## config.mk

```make
export PLATFORM = sky130hd
export DESIGN_NAME = coh_swmr_monitor
export DESIGN_NICKNAME = d
export VERILOG_FILES = /design/src/rtl/coh_swmr_pkg.sv /design/src/rtl/coh_state_counter.sv /design/src/rtl/coh_swmr_judge.sv /design/src/rtl/coh_swmr_monitor.sv
export SDC_FILE = /design/constraint.sdc
export NUM_CORES = 1
export LEC_CHECK = 0
export BUFFER_PORTS_ARGS = -buffer_cell sky130_fd_sc_hd__buf_4
export CAP_MARGIN = 20
export CELL_PAD_IN_SITES_DETAIL_PLACEMENT = 0
export CELL_PAD_IN_SITES_GLOBAL_PLACEMENT = 1
export CORE_MARGIN = 1.5
export CORE_UTILIZATION = 37
export CTS_CLUSTER_SIZE = 30
export DETAILED_ROUTE_END_ITERATION = 6
export PLACE_DENSITY = 0.86
export SLEW_MARGIN = 20
export SYNTH_ARGS = -nofsm -noshare
export SYNTH_HDL_FRONTEND = slang
export SYNTH_SLANG_ARGS = --single-unit
```

## constraint.sdc

```tcl
create_clock -name clk_i -period 4.4 [get_ports clk_i]
set_clock_uncertainty 0.2 [all_clocks]
set_input_delay 0.44 -clock clk_i [delete_from_list [all_inputs] [get_ports clk_i]]
set_output_delay 0.44 -clock clk_i [all_outputs]
set_load 0.05 [all_outputs]
```

## src/rtl/coh_swmr_pkg.sv

```systemverilog
package coh_swmr_pkg;

    typedef enum logic [1:0] {
        CST_INV = 2'b00,
        CST_SHR = 2'b01,
        CST_EXC = 2'b10,
        CST_MOD = 2'b11
    } coh_state_e;

endpackage

```

## src/rtl/coh_state_counter.sv

```systemverilog
module coh_state_counter
    import coh_swmr_pkg::*;
#(
    parameter int NUM_CACHES = 4,
    parameter int CNT_W      = $clog2(NUM_CACHES + 1)
) (
    input  logic [2*NUM_CACHES-1:0] state_i,
    output logic [NUM_CACHES-1:0]   holder_o,
    output logic [CNT_W-1:0]        cnt_mod_o,
    output logic [CNT_W-1:0]        cnt_exc_o,
    output logic [CNT_W-1:0]        cnt_shr_o
);

    logic [NUM_CACHES-1:0] is_mod;
    logic [NUM_CACHES-1:0] is_exc;
    logic [NUM_CACHES-1:0] is_shr;

    // Decode each cache slice into one-hot class flags.
    for (genvar gi = 0; gi < NUM_CACHES; gi++) begin : g_dec
        coh_state_e st;
        assign st           = coh_state_e'(state_i[2*gi +: 2]);
        assign is_mod[gi]   = (st == CST_MOD);
        assign is_exc[gi]   = (st == CST_EXC);
        assign is_shr[gi]   = (st == CST_SHR);
        assign holder_o[gi] = (st != CST_INV);
    end

    always_comb begin
        cnt_mod_o = '0;
        cnt_exc_o = '0;
        cnt_shr_o = '0;
        for (int i = 0; i < NUM_CACHES; i++) begin
            cnt_mod_o = cnt_mod_o + CNT_W'(is_mod[i]);
            cnt_exc_o = cnt_exc_o + CNT_W'(is_exc[i]);
            cnt_shr_o = cnt_shr_o + CNT_W'(is_shr[i]);
        end
    end

endmodule

```

## src/rtl/coh_swmr_judge.sv

```systemverilog
module coh_swmr_judge #(
    parameter int NUM_CACHES = 4,
    parameter int CNT_W      = $clog2(NUM_CACHES + 1),
    parameter int IDX_W      = (NUM_CACHES > 1) ? $clog2(NUM_CACHES) : 1
) (
    input  logic [NUM_CACHES-1:0] holder_i,
    input  logic [CNT_W-1:0]      cnt_mod_i,
    input  logic [CNT_W-1:0]      cnt_exc_i,
    input  logic [CNT_W-1:0]      cnt_shr_i,
    output logic                  viol_o,
    output logic [IDX_W-1:0]      first_idx_o
);

    logic one_writer_ok;
    logic readers_ok;

    always_comb begin
        // One writer, nobody else holds the line.
        one_writer_ok = (cnt_mod_i == CNT_W'(1)) && (cnt_exc_i == '0)
                        && (cnt_shr_i == '0);
        // No writer: a lone exclusive holder, or only shared holders.
        readers_ok    = (cnt_mod_i == '0)
                        && ((cnt_exc_i == '0)
                            || ((cnt_exc_i == CNT_W'(1)) && (cnt_shr_i == '0)));
        viol_o        = !(one_writer_ok || readers_ok);
    end

    // Lowest-numbered cache that holds the line in any valid state.
    always_comb begin
        first_idx_o = '0;
        for (int i = NUM_CACHES - 1; i >= 0; i--) begin
            if (holder_i[i]) begin
                first_idx_o = IDX_W'(i);
            end
        end
    end

endmodule

```

## src/rtl/coh_swmr_monitor.sv

```systemverilog
module coh_swmr_monitor #(
    parameter int NUM_CACHES = 4,
    parameter int TAG_W      = 16,
    parameter int CNT_W      = $clog2(NUM_CACHES + 1),
    parameter int IDX_W      = (NUM_CACHES > 1) ? $clog2(NUM_CACHES) : 1
) (
    input  logic                    clk_i,
    input  logic                    rst_ni,
    input  logic                    smp_valid_i,
    input  logic [TAG_W-1:0]        smp_tag_i,
    input  logic [2*NUM_CACHES-1:0] smp_state_i,
    input  logic                    err_clr_i,
    output logic                    err_o,
    output logic [IDX_W-1:0]        err_idx_o,
    output logic [TAG_W-1:0]        err_tag_o,
    output logic [CNT_W-1:0]        cnt_mod_o,
    output logic [CNT_W-1:0]        cnt_exc_o,
    output logic [CNT_W-1:0]        cnt_shr_o
);

    typedef struct packed {
        logic             err;
        logic [IDX_W-1:0] idx;
        logic [TAG_W-1:0] tag;
        logic [CNT_W-1:0] cm;
        logic [CNT_W-1:0] ce;
        logic [CNT_W-1:0] cs;
    } mon_regs_t;

    mon_regs_t regs_d, regs_q;

    logic [NUM_CACHES-1:0] holder_c;
    logic [CNT_W-1:0]      cm_c, ce_c, cs_c;
    logic                  viol_c;
    logic [IDX_W-1:0]      first_idx_c;

    coh_state_counter #(
        .NUM_CACHES (NUM_CACHES),
        .CNT_W      (CNT_W)
    ) i_counter (
        .state_i   (smp_state_i),
        .holder_o  (holder_c),
        .cnt_mod_o (cm_c),
        .cnt_exc_o (ce_c),
        .cnt_shr_o (cs_c)
    );

    coh_swmr_judge #(
        .NUM_CACHES (NUM_CACHES),
        .CNT_W      (CNT_W),
        .IDX_W      (IDX_W)
    ) i_judge (
        .holder_i    (holder_c),
        .cnt_mod_i   (cm_c),
        .cnt_exc_i   (ce_c),
        .cnt_shr_i   (cs_c),
        .viol_o      (viol_c),
        .first_idx_o (first_idx_c)
    );

    always_comb begin
        regs_d = regs_q;
        if (err_clr_i) begin
            regs_d.err = 1'b0;
        end
        if (smp_valid_i) begin
            regs_d.cm = cm_c;
            regs_d.ce = ce_c;
            regs_d.cs = cs_c;
            // A held error keeps its first record; a clear frees the slot.
            if (viol_c && (!regs_q.err || err_clr_i)) begin
                regs_d.err = 1'b1;
                regs_d.idx = first_idx_c;
                regs_d.tag = smp_tag_i;
            end
        end
    end

    always_ff @(posedge clk_i) begin
        if (!rst_ni) begin
            regs_q <= '0;
        end else begin
            regs_q <= regs_d;
        end
    end

    assign err_o     = regs_q.err;
    assign err_idx_o = regs_q.idx;
    assign err_tag_o = regs_q.tag;
    assign cnt_mod_o = regs_q.cm;
    assign cnt_exc_o = regs_q.ce;
    assign cnt_shr_o = regs_q.cs;

    AST_CNT_BOUND: assert property (@(posedge clk_i) disable iff (!rst_ni)
        (int'(cnt_mod_o) + int'(cnt_exc_o) + int'(cnt_shr_o)) <= NUM_CACHES);

    AST_MULTI_WRITER: assert property (@(posedge clk_i) disable iff (!rst_ni)
        smp_valid_i && (cm_c > CNT_W'(1)) |=> err_o);

    AST_SET_ON_VIOL: assert property (@(posedge clk_i) disable iff (!rst_ni)
        smp_valid_i && viol_c |=> err_o);

    AST_RECORD_HELD: assert property (@(posedge clk_i) disable iff (!rst_ni)
        err_o && !err_clr_i |=> err_o && $stable(err_idx_o) && $stable(err_tag_o));

    AST_CLEAR: assert property (@(posedge clk_i) disable iff (!rst_ni)
        err_clr_i && !(smp_valid_i && viol_c) |=> !err_o);

    AST_IDLE_HOLD: assert property (@(posedge clk_i) disable iff (!rst_ni)
        !smp_valid_i |=> $stable(cnt_mod_o) && $stable(cnt_exc_o) && $stable(cnt_shr_o));

endmodule

```

==> Yosys cells after proc, flatten, opt, wreduce, memory -nomap -nowiden <==
Index checks and enable logic that the tools add are counted.
{ "op_classes": {"addsub": 9, "reduce_logical": 18, "n_eq_ne": 14, "mux": 7} }
{ "op_table": {"columns": ["op", "n"], "rows": [
  ["$mux 28", 1],
  ["$mux 19", 1],
  ["$add 3x1->3", 6],
  ["$eq 2x2->1 const B", 8],
  ["$logic_not 3->1", 3],
  ["$eq 2x1->1 const B", 4],
  ["$mux 2", 4],
  ["$reduce_bool 2->1", 4],
  ["$add 1x1->2", 3],
  ["$eq 3x1->1 const B", 2],
  ["$logic_and 1x1->1", 5],
  ["$logic_or 1x1->1", 3],
  ["$logic_not 1->1", 2],
  ["$reduce_and 2->1", 1],
  ["$mux 1", 1]
]} }
{ "totals": {"wordCells": 54, "regBits": 28} }

==> Longest topological paths before layout <==
{ "logic_depth": {"depth_word": 13, "ltp_mapped": 11, "depth_no_buf": 9} }

==> Hierarchy <==
Synthesis repeated with hierarchy kept, for this count alone.
{ "unflattened": {"cells_unflattened": 150, "area_unflattened_um2": 1437.6} }
{ "modules_own_cells": {"columns": ["module", "instances", "seq_area_each_um2", "cells_each", "area_per_inst_um2"], "rows": [
  ["coh_swmr_monitor", 1, 560.5, 112, 1133.6],
  ["coh_state_counter", 1, 0.0, 29, 250.2],
  ["coh_swmr_judge", 1, 0.0, 9, 53.8]
]} }

==> Least setup slack after synthesis <==
OpenSTA, ideal clock, no wires.
{ "synth_timing": {"path_type": "input -> register", "startpoint": "input smp_state_i[0]", "endpoint": "register regs_q[26], in the netlist err_idx_o[1]", "path_stages": 10, "arrival_time_ps": 2622, "slack_ps": 1507, "path_buffers": 2, "required_time_ps": 4128, "cell_sequence": "nor2b_1 ha_1 fa_1 ha_1 nor3_1 maj3_2 a221oi_2 buf_6 buf_12 mux2i_1"} }
{ "synth_between": {"elab_chain_cells": 12, "word_cells_on_any_way": 28, "classes_between": "add/sub: 9; eq/ne: 5; mux: 1; reduce/logical: 13"} }
{ "synth_rtl": {"columns": ["element", "line_no", "rtl"], "rows": [
  ["start, declared", "coh_swmr_monitor.sv:11", "input logic [2*NUM_CACHES-1:0] smp_state_i,"],
  ["$eq 2x1->1 (*)", "coh_state_counter.sv:24", "assign is_shr[gi] = (st == CST_SHR);"],
  ["$add 1x1->2 (*)", "coh_state_counter.sv:35", "cnt_shr_o = cnt_shr_o + CNT_W'(is_shr[i]);"],
  ["$add 3x1->3 (*) (2 in a row)", "coh_state_counter.sv:35", null],
  ["via cs_c[1]", "coh_swmr_monitor.sv:33", "logic [CNT_W-1:0] cm_c, ce_c, cs_c;"],
  ["$logic_not 3->1 (*)", "coh_swmr_judge.sv:20, coh_swmr_judge.sv:24", null],
  ["$logic_and 1x1->1", "coh_swmr_judge.sv:24", "|| ((cnt_exc_i == CNT_W'(1)) && (cnt_shr_i == '0)));"],
  ["$logic_or 1x1->1", "coh_swmr_judge.sv:24", null],
  ["$logic_and 1x1->1", "coh_swmr_judge.sv:23", "&& ((cnt_exc_i == '0)"],
  ["$logic_or 1x1->1 (*)", "coh_swmr_judge.sv:25", "viol_o = !(one_writer_ok || readers_ok);"],
  ["$logic_not 1->1 (*)", "coh_swmr_judge.sv:25", null],
  ["$logic_and 1x1->1 (*)", "coh_swmr_monitor.sv:71", "if (viol_c && (!regs_q.err || err_clr_i)) begin"],
  ["$reduce_and 2->1 (no line) (*)", null, null],
  ["end signal, assigned", "coh_swmr_monitor.sv:83", "regs_q <= regs_d;"],
  ["end, declared", "coh_swmr_monitor.sv:30", "mon_regs_t regs_d, regs_q;"]
]} }
The timed path passes the listed nets; every way through them passes the cells marked *.
A chain may end at the register's enable or synchronous reset.

==> Final worst setup path <==
{ "layout_timing": {"startpoint": "input smp_state_i[0]", "endpoint": "register regs_q[17], in the netlist err_tag_o[8]"} }
Same word-level chain as after synthesis.

==> impl_results.md <==
* Outcome: finished clean
* Worst Hold Depth at 3
* Hold_sp: smp_tag_i[14]
* Final hold vios at 0
* Gp weighted congestion at approximately 0.75
* Core area at 0.00363 mm^2
* Final Critical Period at roughly 2.9 ns
* Total wire length at 3.04 mm
* Slowest cell on the critical path: fa_1
* Dpl hpwl at 2.38 mm
* Initial DRC count at between 40 and 50
* Final Max Slew Viols at 0
* Layout cells sized above 1 at about a third
* Netlist cell types at 25
* Most common cell in the netlist: nand2_1
* Sequential cell area at approximately 560 um^2
* DR DRC count at 0
* Synth cell count leaders: 37 x nand2_1, 28 x dfxtp_1, 26 x mux2i_1, 14 x nor2b_1, 6 x ha_1
* R2r setup slk at slightly below 3 ns
* Initial antenna violation count at 0
* Synth warn at 0
* Std-Cell Rows at 22
* Max-Cap Viols at 0
* Area contributors post-synth: dfxtp_1 40%, mux2i_1 19%, nand2_1 10%, nor2b_1 6.3%, ha_1 5.4%
* Worst-skew pair later-pin latency at 0.27 ns
* Die Span X at 64.3 um
* Number of global-route vias before repair at around 1.1k
* GRT Residual Overflow at 0
* CP bufs+invs at 2
* Cells after synthesis at between 100 and 150
* CP Launch Point: smp_state_i[0]
* Min-delay worst type: input pin to register
* Slew at the pin closest to its max-slew limit at 0.669 ns
* Root Buffer: clkbuf_8
* Setup TNS at 0 ns
* Synth Area in Adders at a little over a tenth
* Hold path endpoint: err_tag_o[14]$_SDFFE_PN0P_
* Die ar. at 0.00413 mm^2
* First-pass GRT wire length at about 4.9 mm
* Synth async-reset ratio at 0%
* Fmax at 0.341 GHz
* Mapped cell area at roughly 0.0014 mm^2
* Area of the multi-input gates at 766 um^2
* WL/cell at between 10 and 15 um
* First-pass DRT Iterations at 4
* R2R depth at 3
* Worst R2R Start: err_o$_SDFF_PN0_
* CTS max path bufs at 2
* Crit-path max FO at 18
* Seq/Total Area, Yosys at 40.4%
* Worst setup path class: input pin to register
* VDD IR max at ~0.19 mV
* Final nets at about 240
* H-tree depth at 1
* Synth Area in Compound Gates at between 3 and 4%
* Synthesis-stage register bit count at 28
* Syn Area/Cell at around 9.4 um^2
* CP required at roughly 4.4 ns
* Post-synth top area share at between 40 and 50%
* IO buf count at between 50 and 60
* Synth Area in Simple Gates at between 20% and 30%
* EDFF count, synth at 0
* Sink Count at 28
* Fillers at 362
* Max incr delay on CP at roughly 0.4 ns
* Resize count post-CTS at 0
* Critical path cell sequence: buf_4, nor2b_1, ha_1, fa_1, ha_1, nor3_1, maj3_2, a221oi_4, buf_4, mux2i_1
* Ys flop type: dfxtp_1
* Hold_ws at ~0.21 ns
* GRT Util Overall at approximately 15%
* Power per cell area at around 380 mW/mm^2
* Worst path top cell family by delay: adder cells
* Worst slew margin at roughly 55%
* Xor/xnor share of the synthesized area at 0%
* Area grow syn2layout at 36.7%
* P_leak at roughly 0.91 nW
* CTS Buf Count at 3
* Vias at 1176
* Synth area leader: dfxtp_1
* CP Capture Type: register
* Ports at 56
* Final setup violation count at 0
* Largest net degree at the start of global routing at 48
* Initial Util at a little under two fifths
* Worst Setup Start Kind: input pin
* Antenna cells at 0
* CTS tree: done
* Multiplexer share of the synthesized area at about a fifth
* Clock slew at the register clock pins of the worst setup and hold paths at around 0.090 ns
* CP arrival at between 2 and 3 ns
* Largest family of logic cells by synthesized area: simple AND/OR/NAND/NOR gates
* Fin crit share at 66.6%
* Unrepaired setup endpoints after global routing: no
* Die Ht at between 60 and 70 um
* Antenna viol nets, final at 0
* Hold buffers post-CTS at 0
* Post CTS Setup Buffer Count at 0
* Mapped Nets at approximately 180
* Worst r2r dst: err_tag_o[8]$_SDFFE_PN0P_
* Drt via density at about 4.8
registers in the layout, indices dropped and copies added (netlist names):
signal	count
cnt_shr_o	3
err_idx_o	2
err_tag_o	16
cnt_exc_o	3
cnt_mod_o	3
err_o	1
layer usage:
metal,global-route usage (%),part of all wire [%],up-vias
li1,-,-,584
met3,2.64,5.2,4
met1,18.0,43,559
met2,26.7,51,29
met4,5.59,1.3,0
met5,0,0,-
worst reg2reg max path, stage by stage (launching register included):
cell and delay, ns:
dfxtp_1 0.35, a221oi_4 0.25, buf_4 0.34, mux2i_1 0.25
cell families after synthesis:
group,count (synthesis)
muxes,26
adders and majority gates,10
buffers and inverters,13
AOI/OAI and AO/OA,5
DFF,28
and+or+nand+nor,65
cell type report:
| type | count | share of cell area, % |
|---|---|---|
| Clock buffer | 3 | 2.18 |
| Tap cell | 48 | 3.16 |
| Timing Repair Buffer | 56 | 22.1 |
| Sequential cell | 28 | 29.5 |
| Inverter | 5 | 1.05 |
| Clock inverter | 1 | 1.58 |
| Multi-Input combinational cell | 106 | 40.3 |
stage by stage:
step	std cells	power, mW	cell area (um^2)	util [%]	worst slack [ns]
after floorplan	147	0.462	1390	-	1.51
after global placement	243	0.527	1830	50.3	1.27
after detailed placement	243	0.533	1830	50.3	1.19
after CTS	247	0.735	1900	52.2	1.46
after global routing	247	0.761	1900	52.2	1.30
final	247	0.727	1900	52.2	1.47
where the power goes:
| part | internal, mW | switching (mW) |
|---|---|---|
| Sequential | 0.276 | 0.0129 |
| Combinational | 0.0893 | 0.148 |
| Clock | 0.122 | 0.0790 |
worst max-delay path by stage:
| stage | end | slack [ns] | depth (start not counted) |
|---|---|---|---|
| floorplan | err_idx_o[1]$_SDFFE_PN0P_ | 1.51 | 10 |
| global placement | err_tag_o[0]$_SDFFE_PN0P_ | 1.27 | 10 |
| detailed placement | err_tag_o[10]$_SDFFE_PN0P_ | 1.19 | 10 |
| CTS | err_tag_o[10]$_SDFFE_PN0P_ | 1.46 | 10 |
| global route | err_tag_o[10]$_SDFFE_PN0P_ | 1.30 | 10 |
| finish | err_tag_o[8]$_SDFFE_PN0P_ | 1.47 | 10 |
layout by cell type (no fill, tap or decap):
cell,instances
nor2_1,4
nor2b_1,14
maj3_2,1
o211a_1,1
a31o_1,1
nand4_1,1
and2_1,4
nor4_1,1
o31ai_1,1
a221oi_4,1
clkinvlp_2,1
fa_1,3
a21oi_1,1
clkbuf_8,3
nand3_1,1
inv_1,4
nand2b_1,2
dfxtp_1,28
ha_1,6
buf_4,56
nand2_1,37
mux2i_1,26
bufinv_16,1
nor3_1,1
No activity file was read; power rests on OpenSTA's default activity.
